### src/rtl/hr_dfe2_pkg.sv
package hr_dfe2_pkg;

  typedef enum logic {
    LANE_EVEN = 1'b0,
    LANE_ODD  = 1'b1
  } lane_e;

  // Width that holds sample - coef - coef without overflow.
  function automatic int sum_width(input int samp_w, input int coef_w);
    int widest;
    widest = (samp_w > coef_w) ? samp_w : coef_w;
    return widest + 2;
  endfunction

endpackage

### src/rtl/hr_dfe2_tap.sv
module hr_dfe2_tap #(
  parameter int COEF_W = 8,
  parameter int SUM_W  = 10
) (
  input  logic [COEF_W-1:0] coef,
  input  logic              fb_bit,
  output logic [SUM_W-1:0]  term
);

  logic [SUM_W-1:0] coef_x;

  assign coef_x = {{(SUM_W-COEF_W){coef[COEF_W-1]}}, coef};

  // A decision of 1 weighs +1, a decision of 0 weighs -1.
  always_comb begin
    if (fb_bit) term = coef_x;
    else        term = (~coef_x) + SUM_W'(1);
  end

endmodule

### src/rtl/hr_dfe2_lane.sv
module hr_dfe2_lane
  import hr_dfe2_pkg::*;
#(
  parameter int    SAMPLE_W = 8,
  parameter int    COEF_W   = 8,
  parameter lane_e LANE     = LANE_EVEN
) (
  input  logic [SAMPLE_W-1:0] sample,
  input  logic [COEF_W-1:0]   coef1,
  input  logic [COEF_W-1:0]   coef2,
  input  logic                fb_near,
  input  logic                fb_far,
  output logic                decision
);

  localparam int SUM_W = sum_width(SAMPLE_W, COEF_W);

  logic [SUM_W-1:0] samp_x;
  logic [SUM_W-1:0] term_near;
  logic [SUM_W-1:0] term_far;
  logic [SUM_W-1:0] corrected;

  assign samp_x = {{(SUM_W-SAMPLE_W){sample[SAMPLE_W-1]}}, sample};

  hr_dfe2_tap #(.COEF_W(COEF_W), .SUM_W(SUM_W)) u_tap_near (
    .coef   (coef1),
    .fb_bit (fb_near),
    .term   (term_near)
  );

  hr_dfe2_tap #(.COEF_W(COEF_W), .SUM_W(SUM_W)) u_tap_far (
    .coef   (coef2),
    .fb_bit (fb_far),
    .term   (term_far)
  );

  assign corrected = samp_x - term_near - term_far;

  // Slice at zero: non-negative gives 1.
  generate
    if (LANE == LANE_EVEN) begin : g_even
      assign decision = ~corrected[SUM_W-1];
    end else begin : g_odd
      assign decision = ~corrected[SUM_W-1];
    end
  endgenerate

endmodule

### src/rtl/hr_dfe2.sv
module hr_dfe2
  import hr_dfe2_pkg::*;
#(
  parameter int SAMPLE_W = 8,
  parameter int COEF_W   = 8
) (
  input  logic                clk,
  input  logic                rst,
  input  logic                in_vld,
  input  logic [SAMPLE_W-1:0] smp_even,
  input  logic [SAMPLE_W-1:0] smp_odd,
  input  logic [COEF_W-1:0]   coef1,
  input  logic [COEF_W-1:0]   coef2,
  output logic                out_vld,
  output logic                dec_even,
  output logic                dec_odd
);

  logic even_now;
  logic odd_now;
  logic even_q;
  logic odd_q;
  logic vld_q;

  // Even bit: nearest earlier bit is last cycle's odd, next is last even.
  hr_dfe2_lane #(
    .SAMPLE_W (SAMPLE_W),
    .COEF_W   (COEF_W),
    .LANE     (LANE_EVEN)
  ) u_lane_even (
    .sample   (smp_even),
    .coef1    (coef1),
    .coef2    (coef2),
    .fb_near  (odd_q),
    .fb_far   (even_q),
    .decision (even_now)
  );

  // Odd bit: nearest earlier bit is this cycle's even, next is last odd.
  hr_dfe2_lane #(
    .SAMPLE_W (SAMPLE_W),
    .COEF_W   (COEF_W),
    .LANE     (LANE_ODD)
  ) u_lane_odd (
    .sample   (smp_odd),
    .coef1    (coef1),
    .coef2    (coef2),
    .fb_near  (even_now),
    .fb_far   (odd_q),
    .decision (odd_now)
  );

  always_ff @(posedge clk) begin
    if (rst) begin
      even_q <= 1'b0;
      odd_q  <= 1'b0;
      vld_q  <= 1'b0;
    end else begin
      vld_q <= in_vld;
      if (in_vld) begin
        even_q <= even_now;
        odd_q  <= odd_now;
      end
    end
  end

  assign out_vld  = vld_q;
  assign dec_even = even_q;
  assign dec_odd  = odd_q;

endmodule

### config.mk
export PLATFORM = sky130hd
export DESIGN_NAME = hr_dfe2
export DESIGN_NICKNAME = d
export VERILOG_FILES = /design/src/rtl/hr_dfe2_pkg.sv /design/src/rtl/hr_dfe2_tap.sv /design/src/rtl/hr_dfe2_lane.sv /design/src/rtl/hr_dfe2.sv
export SDC_FILE = /design/constraint.sdc
export NUM_CORES = 1
export LEC_CHECK = 0
export BUFFER_PORTS_ARGS = -buffer_cell sky130_fd_sc_hd__buf_2
export CAP_MARGIN = 5
export CORE_ASPECT_RATIO = 0.6
export CORE_MARGIN = 1.5
export CORE_UTILIZATION = 52
export CTS_CLUSTER_DIAMETER = 50
export DETAILED_ROUTE_END_ITERATION = 16
export GPL_TIMING_DRIVEN = 0
export PLACE_DENSITY = 0.86
export SETUP_SLACK_MARGIN = 0.1
export SYNTH_ARGS = -nofsm -noshare
export SYNTH_HDL_FRONTEND = slang
export SYNTH_SLANG_ARGS = --single-unit
### constraint.sdc
create_clock -name clk -period 7.6 [get_ports clk]
set_input_delay 0.38 -clock clk [delete_from_list [all_inputs] [get_ports clk]]
set_output_delay 0.38 -clock clk [all_outputs]
set_load 0.01 [all_outputs]
# ---- Word level (Yosys, flattened, before mapping)
# Cells that the tools add are included.
dict set report word_totals {
  ff_bits 3
  out_inout_bits 3
  elab_cells 17
}
dict set report classes {
  n_addsub 6
  muxes 4
  n_bitwise 4
}
# op n
set ops {}
lappend ops {{two-way mux 10 bit} 4}
lappend ops {{subtractor 10 bit} 4}
lappend ops {{adder 10 x 1 -> 10 bit, second input constant} 2}
lappend ops {{inverter 10 bit} 2}
lappend ops {{inverter 1 bit} 2}

# ---- Logic depth before layout (Yosys ltp)
# Gate-level depths: netlist (run 1).
dict set report depth {
  depth_word 9
  mapped_depth 24
}

# ---- Modules after synthesis
# Synthesis (run 1) repeated with hierarchy kept, for this count alone.
dict set report unflattened {
  hier_cells 226
  area_unflattened_um2 1762.9
}
# mod n_inst cells_each area_each_um2
set by_module_without_submodules {}
lappend by_module_without_submodules {hr_dfe2_lane 2 55 461.7}
lappend by_module_without_submodules {hr_dfe2_tap 4 27 186.4}
lappend by_module_without_submodules {hr_dfe2 1 8 93.8}

# ---- Least setup slack after synthesis (run 1)
# No wires, ideal clock.
dict set report synth_timing {
  kind {reg2reg}
  startpoint {register odd_q (netlist: dec_odd)}
  endpoint {register odd_q (netlist: dec_odd)}
  setup_time_ns 0.122
  arrival_ns 5.420
  required_time_ns 7.478
  slack_ns 2.058
  stages_incl_launch_ff 23
  n_path_buf 3
  period_less_slack_ns 5.542
  cell_sequence {dfxtp_1 > clkbuf_1 > clkbuf_1 > clkbuf_1 > nor2_1 > xnor2_1 > fa_1 > ha_1 > a21oi_1 > o221ai_2 > a221oi_4 > xnor3_2 > nor2_1 > xnor2_1 > fa_1 > inv_1 > ha_1 > nor3_1 > a221oi_1 > a221oi_1 > xnor2_1 > and4_1 > a311o_1}
}
dict set report synth_between {
  elab_chain_cells 7
}
# element line_no
set synth_rtl {}
lappend synth_rtl {{start: declaration} hr_dfe2.sv:22} ;# logic odd_q;
lappend synth_rtl {{start signal: assignment} hr_dfe2.sv:62} ;# odd_q <= odd_now;
lappend synth_rtl {{two-way mux 10 bit} hr_dfe2_tap.sv:16} ;# if (fb_bit) term = coef_x;
lappend synth_rtl {{subtractor 10 bit (2 in a row)} hr_dfe2_lane.sv:37} ;# assign corrected = samp_x - term_near - term_far;
lappend synth_rtl {{two-way mux 10 bit} hr_dfe2_tap.sv:16}
lappend synth_rtl {{subtractor 10 bit} hr_dfe2_lane.sv:37}
lappend synth_rtl {{subtractor 10 bit *} hr_dfe2_lane.sv:37}
lappend synth_rtl {{inverter 1 bit *} hr_dfe2_lane.sv:44} ;# assign decision = ~corrected[SUM_W-1];
# Every way passes the cells marked *; elsewhere a longest branch is shown, timed or not.
# A chain may end at the register's enable or synchronous reset.

# ---- Final worst setup path (run 1)
# Same ends and word-level chain as after synthesis.

==> impl_results.md, run 1 <==
- Crit path DAT: 6.39 ns
- Final Hold Viols: 0
- RePlAce Congestion: 0.856
- Leakage: 0.941 nW
- Worst setup EP type: flop
- CTS sink count: 3
- Setup_tns: 0 ns
- Initial antenna violation count: 0
- Initial drt markers: 101
- GRT Util Overall: 22.6%
- Share of cells above drive strength 1: 19.8%
- IO buf count: 34
- Max Root-Sink Buffers: 2
- Largest net degree at the start of global routing: 11
- Multi-input gate area: 1380 µm²
- HP Class: primary input to flop
- Period Utilization, post-route: 81.9%
- Vias in the first global route: 1297
- Total grt overflow: 0
- H-tree level count: 1
- #FFs+latches synth: 3
- # setup viols final: 0
- Core Box Area: 2910 µm²
- Num CTS Buffers: 3
- Root Buffer: clkbuf_8
- Die area: 3440 µm²
- Worst skew pair latency: 0.22 ns
- Post-Layout Cell Count: 284
- Wirelength, routed: 3.64 mm
- Post-synthesis xor/xnor area fraction: 19.5%
- Mapped Cells: 204
- Worst setup SP type: flop
- Hold-fix buffers, CTS: 0
- Mapped Nets: 274
- Peak Freq: 161 MHz
- Diode count: 0
- Hpwl dp: 3.13 mm
- DRC: 0
- Main combinational cell family by area after synthesis: adder cells
- Nets: 313
- CTS tree: yes
- Setup CP Type: flop to flop
- Post_cts resized: 0
- Synth Area per Inst: 7.86 µm²
- Power consumption: 0.00104 W
- Fraction of the mapped netlist area in simple logic gates: 15.4%
- Synthesized area: 1600 µm²
- Post-Synth Adder-Cell Area: 33.9%
- Max incr delay on CP: 0.51 ns
- FP Rows: 15
- Post-CTS Setup Bufs: 0
- Maximum VDD drop: 0.223 mV
- Compound-cell area share of the yosys netlist: 14.1%
- Worst relative slew slack: 69.6%
- Max-cap viol count: 0
- RSZ-0062 raised after global routing: false
- CP Data Required Time: 7.77 ns
- DP Cell Count: 280
- Post-route minimum period: 6.23 ns
- Count of warnings emitted by yosys: 0
- # fillers: 263
- Multiplexer area fraction after synthesis: 3.04%
- CP bufs+invs: 4
- Core Util, Final: 64.3%
- Area Growth Syn to Fin: 16.7%
- PwrDens: 556 nW/µm²
- Vias per cell: 5.05
- Die width: 74.7 µm
- Count of pins over their slew limit: 0
- Critical-path top delay cell: xnor3_2
- Total number of vias: 1433
- Crit Path Max Fanout: 10
- First-pass GRT wire length: 5.71 mm
- Die span in y: 46.0 µm
- CP delay by family, top: compound AO/OA/AOI/OAI gates
- Routed WL per cell: 12.8 µm
- Status: finished, final reports clean
- Crit-path cells: clkbuf_1 -> clkbuf_1 -> clkbuf_1 -> nor2_1 -> xnor2_1 -> fa_1 -> ha_1 -> a21oi_1 -> o221ai_2 -> a221oi_4 -> xnor3_2 -> nor2_1 -> xnor2_1 -> fa_1 -> inv_1 -> ha_1 -> nor3_1 -> a221oi_1 -> a221oi_1 -> xnor2_1 -> a2111oi_1 -> a311o_1
- Worst Tran Pin Value: 0.456 ns
- FF/Latch Area: 60.1 µm²
- Seq/Total Area, Yosys: 3.74%
- Layout Skew: 0.00000701 ns
- Pre-antenna DRT Iters: 4
- Io pins: 38
- Netlist cell types: 35
- Starting density of the core: 55.1%
- Post-route ant nets: 0
- Final hold slack: 0.388 ns
- Clock transition at path regs: 0.03 ns
-- metrics by stage --
step	setup slack, ns	area [µm²]
floorplan	2.06	1600
global placement	1.48	1830
detailed placement	1.46	1830
CTS	1.41	1870
global route	0.890	1870
finish	1.37	1870
-- final timing paths --
kind | from | endpoint | slack (ns) | depth (start not counted)
max | dec_odd | dec_odd | 1.37 | 22
min | rst | out_vld | 0.39 | 2
max reg2reg | dec_odd | dec_odd | 1.37 | 22
min reg2reg | dec_even | dec_even | 0.85 | 3
-- power breakdown --
part	switching (W)	internal, W
Sequential	0.00000325	0.0000207
Combinational	0.000524	0.000443
Clock	0.0000129	0.0000360
-- layout by cell type (no fill, tap or decap), types with 2 or more instances in the layout --
master    Yosys  layout
a21o_1        4       4
mux2_2        3       3
nor3_1        9       9
a21oi_1       8       8
nor3_2        2       2
clkbuf_1      5       6
dfxtp_1       3       3
ha_1         21      21
fa_1         14      14
and2_1        2       2
clkbuf_8      0       3
nor2_1       28      28
o21ai_0       5       5
inv_1        37      37
xor2_1       12      12
nand2_1       8       8
xnor2_1      21      21
a221oi_1      2       2
buf_2         1      35
o211ai_1      2       2
a31oi_1       2       2
-- state kept, by name (all words and copies together) (netlist names) --
signal	count
dec_odd	1
out_vld	1
dec_even	1
-- final cells by class --
| cell class | count | area share, % |
|---|---|---|
| plain buffers | 7 | 1.47 |
| well taps | 42 | 2.81 |
| clock buffers | 4 | 2.41 |
| repair buffers | 34 | 9.09 |
| multi-input cells | 157 | 73.6 |
| flip-flops and latches | 3 | 3.21 |
| inverters | 37 | 7.42 |
-- cell usage after synthesis --
master	n	area (µm²)
inv_1	37	139
nor2_1	28	105
ha_1	21	263
xnor2_1	21	184
fa_1	14	280
xor2_1	12	105
nor3_1	9	45.0
a21oi_1	8	40.0
nand2_1	8	30.0
clkbuf_1	5	18.8
o21ai_0	5	25.0
a21o_1	4	30.0
dfxtp_1	3	60.1
mux2_2	3	33.8
a221oi_1	2	17.5
a31oi_1	2	12.5
and2_1	2	12.5
nor3_2	2	20.0
o211ai_1	2	15.0
a2111oi_1	1	10.0
a21oi_2	1	8.76
a221oi_4	1	26.3
a311o_1	1	10.0
a311oi_1	1	8.76
and3_1	1	6.26
and4_1	1	8.76
buf_1	1	3.75
buf_2	1	5.00
mux2_4	1	15.0
nand2b_1	1	6.26
nand3_1	1	5.00
nor3b_1	1	7.51
o21a_1	1	7.51
o221ai_2	1	15.0
xnor3_2	1	23.8
-- logic make-up (layout without fill, tap and decap cells) --
family,count (synthesis),after routing
and+or+nand+nor,54,54
buffers and inverters,44,82
adders and majority gates,35,35
xor gates and xnor gates,34,34
AOI/OAI and AO/OA,30,30
muxes,4,4
DFF,3,3
-- metal layers --
layer	up-vias	wire (µm)	track usage [%]
li1	741	-	-
met1	650	1840	32.5
met2	40	1600	37.5
met3	2	189	3.32
met4	0	13	2.18
met5	-	0	0
(Power assumes the default switching activity.)
==> run 2, diff against run 1 <==
--- a/config.mk
+++ b/config.mk
@@ -9,7 +9,7 @@
 export CAP_MARGIN = 5
 export CORE_ASPECT_RATIO = 0.6
 export CORE_MARGIN = 1.5
-export CORE_UTILIZATION = 52
+export CORE_UTILIZATION = 50
 export CTS_CLUSTER_DIAMETER = 50
 export DETAILED_ROUTE_END_ITERATION = 16
 export GPL_TIMING_DRIVEN = 0
==> constraint.sdc (replaced) <==
create_clock -name clk -period 5.5 [get_ports clk]
set_input_delay 0.275 -clock clk [delete_from_list [all_inputs] [get_ports clk]]
set_output_delay 0.275 -clock clk [all_outputs]
set_load 0.01 [all_outputs]
==> impl_results.md, run 2 (synthesis gave the netlist of run 1 again) <==
- Status: finished, final reports clean
- M1 GR Usage: 32.4% (-0.14 points)
- Worst setup EP type: flop
- GRT Util Overall: 24.0% (+1.4 points)
- Period Utilization, post-route: 97.5% (+16 points)
- Crit-path cells: buf_6 -> buf_8 -> buf_8 -> nor2_4 -> xnor2_2 -> fa_1 -> ha_4 -> nand3_1 -> o221ai_4 -> a221oi_4 -> xnor3_2 -> nor2_4 -> xnor2_2 -> fa_1 -> inv_1 -> ha_2 -> nor3_4 -> buf_4 -> a221oi_2 -> a221oi_2 -> xnor2_2 -> and4_1 -> a311o_1
- Final hold slack: 0.308 ns (-0.0801 ns)
- Wirelength, routed: 5.57 mm (+53%)
- Most frequent cells in the layout: inv_1 (32), buf_2 (32), nor2_1 (19)
- RSZ-0062 raised after global routing: true
- Initial antenna violation count: 0 (unchanged)
- Worst Tran Pin Value: 0.497 ns (+0.0404 ns)
- Met2 Use GR: 42.7% (+5.2 points)
- Max incr delay on CP: 0.63 ns (+0.12 ns)
- Pre-antenna DRT Iters: 5 (+1)
- Peak Freq: 186 MHz (+16%)
- IO buf count: 34 (unchanged)
- CTS sink count: 3 (unchanged)
- Layout Skew: 0.0125 ns (+0.0125 ns)
- Core Util, Final: 79.1% (+15 points)
- Area Growth Syn to Fin: 46.2%
- Total number of vias: 1716 (+20%)
- First-pass GRT wire length: 6.59 mm (+15%)
- Starting density of the core: 54.1% (-1.0 points)
- # setup viols final: 0 (unchanged)
- Worst skew pair latency: 0.24 ns (+0.02 ns)
- RePlAce Congestion: 0.841 (-1.7%)
- Met3 Use GR: 5.05% (+1.7 points)
- Die area: 3570 µm² (+3.8%)
- Root Buffer: clkbuf_8
- Worst setup SP type: flop
- Io pins: 38 (unchanged)
- Largest net degree at the start of global routing: 11 (unchanged)
- Clock transition at path regs: 0.04 ns (about the same)
- Vias in the first global route: 1444 (+11%)
- Initial drt markers: 206 (+100%)
- Cell repeated most along the worst path: xnor2_2
- Die span in y: 46.9 µm (+1.9%)
- Share of cells above drive strength 1: 43.2% (+23 points)
- CP Data Required Time: 5.62 ns (-2.15 ns)
- Max-cap viol count: 0 (unchanged)
- Num CTS Buffers: 3 (unchanged)
- Max Root-Sink Buffers: 2 (unchanged)
- Die width: 76.1 µm (+1.9%)
- Vias per cell: 5.70 (+13%)
- Routed WL per cell: 18.5 µm (+44%)
- Core Box Area: 2970 µm² (+1.9%)
- Crit path DAT: 5.49 ns (-0.90 ns)
- CP delay by family, top: adder cells
- Post-route minimum period: 5.36 ns (-0.861 ns)
- CTS tree: yes
- Nets: 330 (+5.4%)
- Critical-path top delay cell: fa_1
- Count of pins over their slew limit: 0 (unchanged)
- Diode count: 0 (unchanged)
- FP Rows: 15 (unchanged)
- Final Hold Viols: 0 (unchanged)
- Setup CP Type: flop to flop
- # fillers: 183 (-30%)
- Worst relative slew slack: 66.9% (-2.7 points)
- Final WS setup: 0.136 ns (-1.24 ns)
- Hold-fix buffers, CTS: 0 (unchanged)
- H-tree level count: 1 (unchanged)
- DRC: 0 (unchanged)
- Crit Path Max Fanout: 8 (-2)
- Post-route ant nets: 0 (unchanged)
- Busiest grt layer: met2
- Post-place setup slack: -0.486 ns (-1.94 ns)
- Hpwl dp: 3.08 mm (-1.8%)
- Total grt overflow: 0 (unchanged)
- CP bufs+invs: 5 (+1)
- HP Class: primary input to flop
==> run 2: path summary, 6_finish.rpt <==
check                           depth (start not counted)      from  slack [ns]        to
worst min register to register                          3  dec_even        0.86  dec_even
worst min-delay path                                    2       rst        0.31   out_vld
worst max register to register                         23   dec_odd        0.14   dec_odd
worst max-delay path                                   23   dec_odd        0.14   dec_odd
==> run 2: area by class of cell <==
type	instances	area [µm²]	share of cell area [%]
tap	42	52.6	2.24
timing repair buffer	51	313	13.3
buffer	7	58.8	2.51
sequential	3	61.3	2.61
multi-input combinational	157	1670	71.2
inverter	37	144	6.14
clock buffer	4	45.0	1.92
==> run 2: routing by layer <==
metal,vias to the layer above,wire [µm]
li1,772,-
met1,797,2150
met2,121,2620
met3,26,568
met4,0,225
met5,-,0
==> run 2: through the flow <==
stage	cell area [µm²]	setup TNS, ns	instances
floorplan	1610	0	204
global placement	1830	-0.358	280
detailed placement	1830	-0.486	280
CTS	1960	0	288
global route	2340	-0.0965	301
finish	2340	0	301
==> run 2: repair_timing <==
action,4_1_cts,5_1_grt
hold endpoints to repair,0,0
endpoints found under the setup margin,1,1
setup buffers,4,13
pin swaps,5,27
gates resized for setup,13,71
Power of run 2 is left out: the tool's default activity adds up to more than one toggle a clock period on the data nets, which glitch-free logic cannot reach.
